## config.mk

```make
export PLATFORM = sky130hd
export DESIGN_NAME = irb_bridge
export DESIGN_NICKNAME = d
export VERILOG_FILES = /design/src/rtl/irb_pkg.sv /design/src/rtl/irb_slot_decode.sv /design/src/rtl/irb_regfile.sv /design/src/rtl/irb_host_if.sv /design/src/rtl/irb_bridge.sv
export SDC_FILE = /design/constraint.sdc
export NUM_CORES = 1
export LEC_CHECK = 0
export CAP_MARGIN = 20
export CORE_MARGIN = 1
export CORE_UTILIZATION = 58
export CTS_BUF_LIST = sky130_fd_sc_hd__clkbuf_8 sky130_fd_sc_hd__clkbuf_16
export DETAILED_ROUTE_END_ITERATION = 10
export PLACE_DENSITY_LB_ADDON = 0.12
export SYNTH_ARGS = -nofsm -noshare
export SYNTH_HDL_FRONTEND = slang
export SYNTH_HIERARCHICAL = 1
export SYNTH_SLANG_ARGS = --single-unit
```

## constraint.sdc

```tcl
create_clock -name clk -period 8.34 [get_ports clk]
set_input_delay 2.085 -clock clk [delete_from_list [all_inputs] [get_ports clk]]
set_output_delay 2.085 -clock clk [all_outputs]
set_load 0.01 [all_outputs]
```

## src/rtl/irb_pkg.sv

```systemverilog
package irb_pkg;
  localparam int HOST_W = 32;
  localparam int REG_W  = 16;
  localparam int DIR_AW = 4;

  localparam logic [DIR_AW-1:0] OFF_ADDR = 4'hB;
  localparam logic [DIR_AW-1:0] OFF_DATA = 4'hC;

  typedef struct packed {
    logic              vld;
    logic [HOST_W-1:0] addr;
    logic [REG_W-1:0]  data;
  } irb_wreq_t;
endpackage

```

## src/rtl/irb_slot_decode.sv

```systemverilog
module irb_slot_decode #(
  parameter logic [31:0]         BASE_ADDR = 32'hFFFF1400,
  parameter int                  NUM_REGS  = 8,
  parameter logic [NUM_REGS-1:0] RSV_MASK  = '0,
  localparam int                 IDX_W     = (NUM_REGS > 1) ? $clog2(NUM_REGS) : 1
) (
  input  logic [31:0]      addr,
  output logic             hit,
  output logic [IDX_W-1:0] idx
);
  logic [31:0] offset;
  logic        in_range;
  logic        aligned;

  always_comb begin
    offset   = addr - BASE_ADDR;
    aligned  = (addr[1:0] == 2'b00);
    in_range = (offset[31:2] < 30'(NUM_REGS));
    idx      = offset[IDX_W+1:2];
    hit      = aligned && in_range && !RSV_MASK[idx];
  end
endmodule

```

## src/rtl/irb_regfile.sv

```systemverilog
module irb_regfile #(
  parameter logic [31:0]         BASE_ADDR = 32'hFFFF1400,
  parameter int                  NUM_REGS  = 8,
  parameter logic [NUM_REGS-1:0] RSV_MASK  = '0,
  parameter int                  REG_W     = 16,
  localparam int                 IDX_W     = (NUM_REGS > 1) ? $clog2(NUM_REGS) : 1
) (
  input  logic             clk,
  input  logic             rst_n,
  input  logic             wr_en,
  input  logic [31:0]      wr_addr,
  input  logic [REG_W-1:0] wr_data,
  input  logic [31:0]      rd_addr,
  output logic [REG_W-1:0] rd_data,
  output logic             rd_hit
);
  logic             wr_hit;
  logic [IDX_W-1:0] wr_idx;
  logic [IDX_W-1:0] rd_idx;
  logic [NUM_REGS-1:0] slot_we;
  logic [NUM_REGS-1:0][REG_W-1:0] slot_q;

  irb_slot_decode #(.BASE_ADDR(BASE_ADDR), .NUM_REGS(NUM_REGS), .RSV_MASK(RSV_MASK))
    u_wr_dec (.addr(wr_addr), .hit(wr_hit), .idx(wr_idx));

  irb_slot_decode #(.BASE_ADDR(BASE_ADDR), .NUM_REGS(NUM_REGS), .RSV_MASK(RSV_MASK))
    u_rd_dec (.addr(rd_addr), .hit(rd_hit), .idx(rd_idx));

  for (genvar i = 0; i < NUM_REGS; i++) begin : g_slot
    always_comb slot_we[i] = wr_en && wr_hit && (wr_idx == IDX_W'(i));

    if (RSV_MASK[i]) begin : g_rsv
      assign slot_q[i] = '0;
    end else begin : g_store
      logic [REG_W-1:0] val_d;
      logic [REG_W-1:0] val_q;

      always_comb begin
        val_d = val_q;
        if (slot_we[i]) val_d = wr_data;
      end

      always_ff @(posedge clk or negedge rst_n) begin
        if (!rst_n)          val_q <= '0;
        else if (slot_we[i]) val_q <= val_d;
      end

      assign slot_q[i] = val_q;
    end
  end

  always_comb rd_data = rd_hit ? slot_q[rd_idx] : '0;

  AST_ONE_SLOT_WRITTEN: assert property (@(posedge clk) disable iff (!rst_n)
    $onehot0(slot_we));
  AST_MISS_NO_WRITE: assert property (@(posedge clk) disable iff (!rst_n)
    (wr_en && !wr_hit) |=> $stable(slot_q));
  AST_IDLE_NO_WRITE: assert property (@(posedge clk) disable iff (!rst_n)
    !wr_en |=> $stable(slot_q));
endmodule

```

## src/rtl/irb_host_if.sv

```systemverilog
module irb_host_if
  import irb_pkg::*;
(
  input  logic              clk,
  input  logic              rst_n,
  input  logic [DIR_AW-1:0] host_addr,
  input  logic [HOST_W-1:0] host_wdata,
  input  logic              host_wr,
  input  logic              host_rd,
  output logic [HOST_W-1:0] host_rdata,
  output logic [HOST_W-1:0] iaddr,
  output irb_wreq_t         wreq,
  input  logic [REG_W-1:0]  int_rdata,
  input  logic              int_hit
);
  logic [HOST_W-1:0] addr_d, addr_q;
  logic              addr_en;
  irb_wreq_t         wreq_d, wreq_q;
  logic [HOST_W-1:0] rdata_d, rdata_q;
  logic [REG_W-1:0]  fwd_val;

  always_comb begin
    addr_en = host_wr && (host_addr == OFF_ADDR);
    addr_d  = host_wdata;
  end

  always_comb begin
    wreq_d.vld  = host_wr && (host_addr == OFF_DATA);
    wreq_d.addr = addr_q;
    wreq_d.data = host_wdata[HOST_W-1:REG_W];
  end

  always_comb begin
    fwd_val = (wreq_q.vld && int_hit) ? wreq_q.data : int_rdata;
    rdata_d = '0;
    if (host_rd) begin
      unique case (host_addr)
        OFF_ADDR: rdata_d = addr_q;
        OFF_DATA: rdata_d = {fwd_val, {(HOST_W-REG_W){1'b0}}};
        default:  rdata_d = '0;
      endcase
    end
  end

  always_ff @(posedge clk or negedge rst_n) begin
    if (!rst_n)       addr_q <= '0;
    else if (addr_en) addr_q <= addr_d;
  end

  always_ff @(posedge clk or negedge rst_n) begin
    if (!rst_n) begin
      wreq_q  <= '0;
      rdata_q <= '0;
    end else begin
      wreq_q  <= wreq_d;
      rdata_q <= rdata_d;
    end
  end

  assign iaddr      = addr_q;
  assign wreq       = wreq_q;
  assign host_rdata = rdata_q;

  AST_WR_ONE_CYCLE_LATE: assert property (@(posedge clk) disable iff (!rst_n)
    wreq_q.vld |-> ($past(host_wr) && ($past(host_addr) == OFF_DATA)));
  AST_WR_UPPER_HALF: assert property (@(posedge clk) disable iff (!rst_n)
    wreq_q.vld |-> (wreq_q.data == $past(host_wdata[HOST_W-1:REG_W])));
  AST_DATA_LOW_ZERO: assert property (@(posedge clk) disable iff (!rst_n)
    ($past(host_rd) && ($past(host_addr) == OFF_DATA)) |-> (host_rdata[REG_W-1:0] == '0));
  AST_RDATA_QUIET: assert property (@(posedge clk) disable iff (!rst_n)
    !$past(host_rd) |-> (host_rdata == '0));
  AST_ADDR_HOLD: assert property (@(posedge clk) disable iff (!rst_n)
    !($past(host_wr) && ($past(host_addr) == OFF_ADDR)) |-> $stable(addr_q));
endmodule

```

## src/rtl/irb_bridge.sv

```systemverilog
module irb_bridge
  import irb_pkg::*;
#(
  parameter logic [31:0]         BASE_ADDR = 32'hFFFF1400,
  parameter int                  NUM_REGS  = 8,
  parameter logic [NUM_REGS-1:0] RSV_MASK  = 8'b0011_0000
) (
  input  logic              clk,
  input  logic              rst_n,
  input  logic [DIR_AW-1:0] host_addr,
  input  logic [HOST_W-1:0] host_wdata,
  input  logic              host_wr,
  input  logic              host_rd,
  output logic [HOST_W-1:0] host_rdata
);
  logic [1:0]        rst_pipe;
  logic              rst_sync_n;
  logic [HOST_W-1:0] iaddr;
  irb_wreq_t         wreq;
  logic [REG_W-1:0]  int_rdata;
  logic              int_hit;

  always_ff @(posedge clk or negedge rst_n) begin
    if (!rst_n) rst_pipe <= 2'b00;
    else        rst_pipe <= {rst_pipe[0], 1'b1};
  end
  assign rst_sync_n = rst_pipe[1];

  irb_host_if u_host (
    .clk(clk), .rst_n(rst_sync_n),
    .host_addr(host_addr), .host_wdata(host_wdata),
    .host_wr(host_wr), .host_rd(host_rd), .host_rdata(host_rdata),
    .iaddr(iaddr), .wreq(wreq),
    .int_rdata(int_rdata), .int_hit(int_hit)
  );

  irb_regfile #(.BASE_ADDR(BASE_ADDR), .NUM_REGS(NUM_REGS), .RSV_MASK(RSV_MASK),
                .REG_W(REG_W)) u_rf (
    .clk(clk), .rst_n(rst_sync_n),
    .wr_en(wreq.vld), .wr_addr(wreq.addr), .wr_data(wreq.data),
    .rd_addr(iaddr), .rd_data(int_rdata), .rd_hit(int_hit)
  );
endmodule

```

==> results.sh, run 1 <==
export IMPL_status="finished, final reports clean"
export IMPL_cts_buffers=22
export IMPL_cellLeakagePower_nw=4.74
export IMPL_vias=5018
export IMPL_place_inst=817
export IMPL_final_cell_mix="209 x dfrtp_1, 115 x mux2_2, 71 x clkdlybuf4s50_1, 66 x mux2i_1, 23 x clkbuf_16"
export IMPL_timing_max_cap_violations=0
export IMPL_dieArea_sq_um=15800
export IMPL_stdcell_area_sq_um=10200
export IMPL_slowest_stage="nand3_1"
export IMPL_clock_path_buffers=3
export IMPL_worstPathArrival_ns=4.37
export IMPL_ys_warnings_count=6
export IMPL_timing_hold_ws_ns=0.348
export IMPL_pre_cts_ws_ns=4.44
export IMPL_antenna_cells=0
export IMPL_syn_to_final_growth_pct=14.7
export IMPL_comb_power_share=0.081
export IMPL_synth_nets=659
export IMPL_grt_pass1_vias=5567
export IMPL_routed_wl_mm=18.2
export IMPL_setup_tns_ns=0
export IMPL_numPortBuffers=71
export IMPL_seq_area_frac_synth=0.593
export IMPL_drc=0
export IMPL_r2r_start="u_host/iaddr[3]"
export IMPL_start_kind="flip-flop"
export IMPL_path_clk_slew_ns=0.06
export IMPL_postCtsHoldBufs=0
export IMPL_power_internal_mw=1.76
export IMPL_crit_buf_inv=2
export IMPL_hpwlAfterDp_mm=11.8
export IMPL_rsz0062_at_grt="no"
export IMPL_path_max_fanout=37
export IMPL_cellPowerDensity_nw_per_um2=227
export IMPL_peakVddDrop_v=0.000201
export IMPL_syn_inst=619
export IMPL_p_clk_frac=0.404
export IMPL_vias_per_cell=5.89
export IMPL_ys_flop_type="dfrtp_1"
export IMPL_finalCritPeriodShare=0.475
export IMPL_cts_max_level=1
export IMPL_crit_family="compound AO/OA/AOI/OAI gates"
export IMPL_clock_latency_ns=0.50
export IMPL_ios=72
export IMPL_start_util=0.603
export IMPL_ys_types=46
export IMPL_p_sw_frac=0.240
export IMPL_drt_iter0_markers=267
export IMPL_core_sq_um=14800
export IMPL_synth_area_sq_um=8900
export IMPL_max_slew_worst_pin_slew_ns=1.06
export IMPL_critical_path_class="reg2reg"
export IMPL_drt_pass1_iter_count=4
export IMPL_syn_area_per_cell_sq_um=14.4
export IMPL_p_sw_mw=0.557
export IMPL_ys_ff_latch=211
export IMPL_grtUsageTotal=0.245
export IMPL_cts_resized=0
export IMPL_setup_violations=0
export IMPL_die_h_um=126
export IMPL_setup_ws_ns=4.38
export IMPL_final_setup_skew_ns=0.0141
export IMPL_synth_edf_count=0
export IMPL_antenna_found_initial=0
export IMPL_grt_overflow=0
export IMPL_hp_start="rst_pipe[0]"
export IMPL_hold_class="reg2reg"
export IMPL_period_minus_slack_ns=3.96
export IMPL_cts_root_buf="clkbuf_16"
export IMPL_stdcell_count=852
export IMPL_report_final_slew_viol_count=0
export IMPL_gp_congestion=0.767
export IMPL_grt_pass1_wl_mm=29.9
export IMPL_crit_path_start="u_host/iaddr[3]"
export IMPL_fmax_mhz=252
export IMPL_total_power_mw=2.32
export IMPL_path_cells="buf_4 -> inv_1 -> a2111oi_0 -> o2111ai_1 -> a2111oi_2 -> nand3_1 -> o22a_1 -> o21ai_0 -> mux2i_1 -> o2bb2ai_1"
export IMPL_slew_headroom=0.291
export IMPL_post_cts_buffers=0
export IMPL_finalNetCount=698
export IMPL_critPathCaptureType="flip-flop"
export IMPL_ant_nets=0
export IMPL_std_cell_rows=44
export IMPL_final_common_cell="dfrtp_1"
export IMPL_placed_area_sq_um=9490
export IMPL_wl_per_cell_um=21.4
export IMPL_max_stage_delay_ns=0.78
export IMPL_die_w_um=126
export IMPL_seq_power_share=0.515
export IMPL_async_flop_share=1.00
export IMPL_grt_max_degree=90
export IMPL_tritoncts="yes"
export IMPL_worst_endpoint_required_ns=8.75
export IMPL_cts_sink_count=211
export IMPL_fin_util=0.692
export IMPL_hold_violations=0
export IMPL_layout_drive_gt1_share=0.275
## path summary, 6_finish.rpt
| path | to | slack, ns | cells after the start |
|---|---|---|---|
| hold / removal | rst_pipe[1] | 0.35 | 0 |
| min in group asynchronous | u_host/iaddr[6] | 0.39 | 0 |
| hold reg to reg | rst_pipe[1] | 0.35 | 0 |
| setup / recovery | u_host/host_rdata[27] | 4.38 | 10 |
| max in group asynchronous | rst_pipe[1] | 6.45 | 1 |
| setup reg to reg | u_host/host_rdata[27] | 4.38 | 10 |
## state kept, by name, indices dropped and copies added (netlist names)
name,count
u_host/host_rdata,32
u_rf/g_slot.g_store.val_q,96
u_host/iaddr,32
u_host/wreq,49
rst_pipe,2
## layout make-up
cell class                      instances  area (sq um)
Timing Repair Buffer                   79           798
Inverter                                2          7.51
Multi-Input combinational cell        342          3200
Fill cell                            1063          4550
Clock inverter                         10          96.3
Sequential cell                       211          5290
Tap cell                              184           230
Clock buffer                           24           589
## Yosys cell counts (3+ instances only)
library cell  instances  area [sq um]
nand4_1               6          37.5
and2_1               16           100
o2bb2ai_1            16           140
buf_2                14          70.1
buf_6                 3          33.8
nor2_1                8          30.0
o21ai_0              17          85.1
o21ai_1               3          15.0
nand2_1              12          45.0
mux2_4               10           150
o22a_1               16           140
nand3_1               6          30.0
mux2_2              115          1290
clkbuf_1              8          30.0
mux2_1                3          33.8
or4_1                 4          30.0
buf_4                39           293
mux2i_1              66           661
dfrtp_1             211          5280
## cell families (layout without fill, tap and decap cells)
group	count (synthesis)	in the layout	synth area share
and+or+nand+nor	77	77	0.0564
AOI/OAI and AO/OA	68	68	0.0585
buffers and inverters	66	115	0.0488
xor gates and xnor gates	2	2	0.00197
DFF	211	211	0.593
muxes	194	194	0.240
other	1	1	0.000421
## power groups by stage
stage          sequential [mW]  combinational (mW)  clock (mW)
6_report                  1.20               0.187       0.937
3_5_place_dp              1.21               0.187           0
5_1_grt                   1.21               0.204       0.996
2_1_floorplan             1.18               0.189           0
4_1_cts                   1.20               0.188       0.952
3_3_place_gp              1.21               0.181           0
## routing by layer
layer / vias up / track usage / routed length (um)
met5: - / 0 / 0
met3: 30 / 0.0378 / 662
li1: 2281 / - / -
met2: 108 / 0.435 / 9530
met4: 0 / 0.0617 / 385
met1: 2599 / 0.317 / 7630
Note: power is estimated with default switching activity, not from simulation.
==> inputs of run 2 (changes only) <==
--- a/config.mk
+++ b/config.mk
@@ -7,7 +7,7 @@
 export LEC_CHECK = 0
 export CAP_MARGIN = 20
 export CORE_MARGIN = 1
-export CORE_UTILIZATION = 58
+export CORE_UTILIZATION = 52
 export CTS_BUF_LIST = sky130_fd_sc_hd__clkbuf_8 sky130_fd_sc_hd__clkbuf_16
 export DETAILED_ROUTE_END_ITERATION = 10
 export PLACE_DENSITY_LB_ADDON = 0.12
==> constraint.sdc (replaced) <==
create_clock -name clk -period 3.3 [get_ports clk]
set_input_delay 0.825 -clock clk [delete_from_list [all_inputs] [get_ports clk]]
set_output_delay 0.825 -clock clk [all_outputs]
set_load 0.01 [all_outputs]
==> results.sh, run 2 (synthesized netlist as in run 1, its figures left out) <==
export IMPL_status="finished, final reports clean"
export IMPL_grtUsageTotal=0.228
export IMPL_hpwlAfterDp_mm=12.4
export IMPL_postCtsHoldBufs=0
export IMPL_cts_root_buf="clkbuf_16"
export IMPL_dieArea_sq_um=17600
export IMPL_die_h_um=133
export IMPL_vias_per_cell=5.58
export IMPL_slew_headroom=0.537
export IMPL_regMostFlops="u_rf/g_slot.g_store.val_q"
export IMPL_period_minus_slack_ns=2.95
export IMPL_rsz0062_at_grt="no"
export IMPL_drc=0
export IMPL_report_final_slew_viol_count=0
export IMPL_routed_wl_mm=19.0
export IMPL_drt_pass1_iter_count=4
export IMPL_final_cell_mix="209 x dfrtp_1, 115 x mux2_2, 71 x clkdlybuf4s50_1, 66 x mux2i_1, 25 x buf_4"
export IMPL_antenna_found_initial=0
export IMPL_drt_iter0_markers=260
export IMPL_cts_buffers=23
export IMPL_total_power_mw=6.31
export IMPL_layout_drive_gt1_share=0.304
export IMPL_cts_max_level=1
export IMPL_final_setup_skew_ns=0.0116
export IMPL_gp_congestion=0.821
export IMPL_vias=5097
export IMPL_core_sq_um=16600
export IMPL_grt_max_degree=72
export IMPL_setup_violations=0
export IMPL_die_w_um=133
export IMPL_final_common_cell="dfrtp_1"
export IMPL_cellLeakagePower_nw=4.89
export IMPL_finalCritPeriodShare=0.895
export IMPL_antenna_cells=0
export IMPL_fmax_mhz=338
export IMPL_stdcell_area_sq_um=10500
export IMPL_grt_pass1_wl_mm=31.0
export IMPL_cts_sink_count=211
export IMPL_post_cts_buffers=0
export IMPL_largest_register_ffs=96
export IMPL_hold_class="reg2async"
export IMPL_grt_overflow=0
export IMPL_path_max_fanout=12
export IMPL_pre_cts_ws_ns=0.224
export IMPL_max_slew_worst_pin_slew_ns=0.695
export IMPL_wl_per_cell_um=20.7
export IMPL_std_cell_rows=47
export IMPL_cts_resized=0
export IMPL_timing_max_cap_violations=0
export IMPL_critical_path_class="reg2reg"
export IMPL_peakVddDrop_v=0.000491
export IMPL_worst_endpoint_required_ns=3.69
export IMPL_ant_nets=0
export IMPL_r2r_start="u_host/wreq[31]"
export IMPL_grt_pass1_vias=5534
export IMPL_fill_cells=1237
export IMPL_clock_latency_ns=0.50
export IMPL_crit_path_start="u_host/wreq[31]"
export IMPL_setup_ws_ns=0.345
export IMPL_finalNetCount=717
export IMPL_cellPowerDensity_nw_per_um2=599
export IMPL_setup_tns_ns=0
export IMPL_placed_area_sq_um=9670
export IMPL_start_kind="flip-flop"
export IMPL_path_clk_slew_ns=0.06
export IMPL_clock_path_buffers=3
export IMPL_ios=72
export IMPL_start_util=0.535
export IMPL_hold_violations=0
export IMPL_critPathCaptureType="flip-flop"
export IMPL_syn_to_final_growth_pct=18.3
export IMPL_numPortBuffers=71
export IMPL_worstPathArrival_ns=3.34
export IMPL_tritoncts="yes"
## run 2: cell types whose count changed in the layout (fill, tap and decap cells not counted), moves of 2 or more
| cell | before | now |
|---|---|---|
| buf_4 | 6 | 25 |
| bufinv_16 | 2 | 5 |
| clkbuf_8 | 1 | 6 |
| nor3_2 | 0 | 2 |
| nor3_4 | 4 | 2 |
## run 2: path summary, 6_finish.rpt
kind	end	slack, ns	cells past startpoint
worst max-delay path	u_rf/g_slot[1].g_store.val_q[11]	0.35	8
worst min-delay path	u_host/iaddr[28]	0.31	0
worst max register to register	u_rf/g_slot[1].g_store.val_q[11]	0.35	8
worst min register to register	u_host/iaddr[28]	0.31	0
max in group asynchronous	u_rf/g_slot[6].g_store.val_q[1]	2.07	1
min in group clk	rst_pipe[1]	0.35	0
## run 2: critical path, stage by stage, from the launching register on
cell	delay (ns)
dfrtp_1	0.40
nor3_4	0.26
a21oi_2	0.14
a211o_1	0.33
a2111oi_2	0.48
nand2_2	0.16
or4b_1	0.52
buf_4	0.24
mux2_4	0.32
## run 2: power breakdown
group | internal (mW) | switching (mW) | total, mW
Sequential | 2.79 | 0.220 | 3.01
Combinational | 0.258 | 0.254 | 0.512
Clock | 1.80 | 0.992 | 2.79
## run 2: cell type report
type                            instances  area (sq um)  share of cell area
Sequential cell                       211          5290               0.502
Inverter                                2          7.51            0.000713
Clock buffer                           29           658              0.0625
Clock inverter                         13           191              0.0182
Timing Repair Buffer                   97           918              0.0872
Tap cell                              220           275              0.0262
Multi-Input combinational cell        342          3190               0.303
## run 2: routing by layer
metal | share of wire | global-route usage
met1 | 0.44 | 0.313
met2 | 0.50 | 0.385
met3 | 0.049 | 0.0330
met4 | 0.014 | 0.0492
met5 | 0 | 0
## run 2: through the flow
stage               hold WS (ns)   util  cells
finish                     0.309  0.633    914
global route               0.353  0.633    914
CTS                        0.330  0.632    914
detailed placement         0.326  0.581    872
global placement           0.325  0.581    872
floorplan                  0.331      -    619
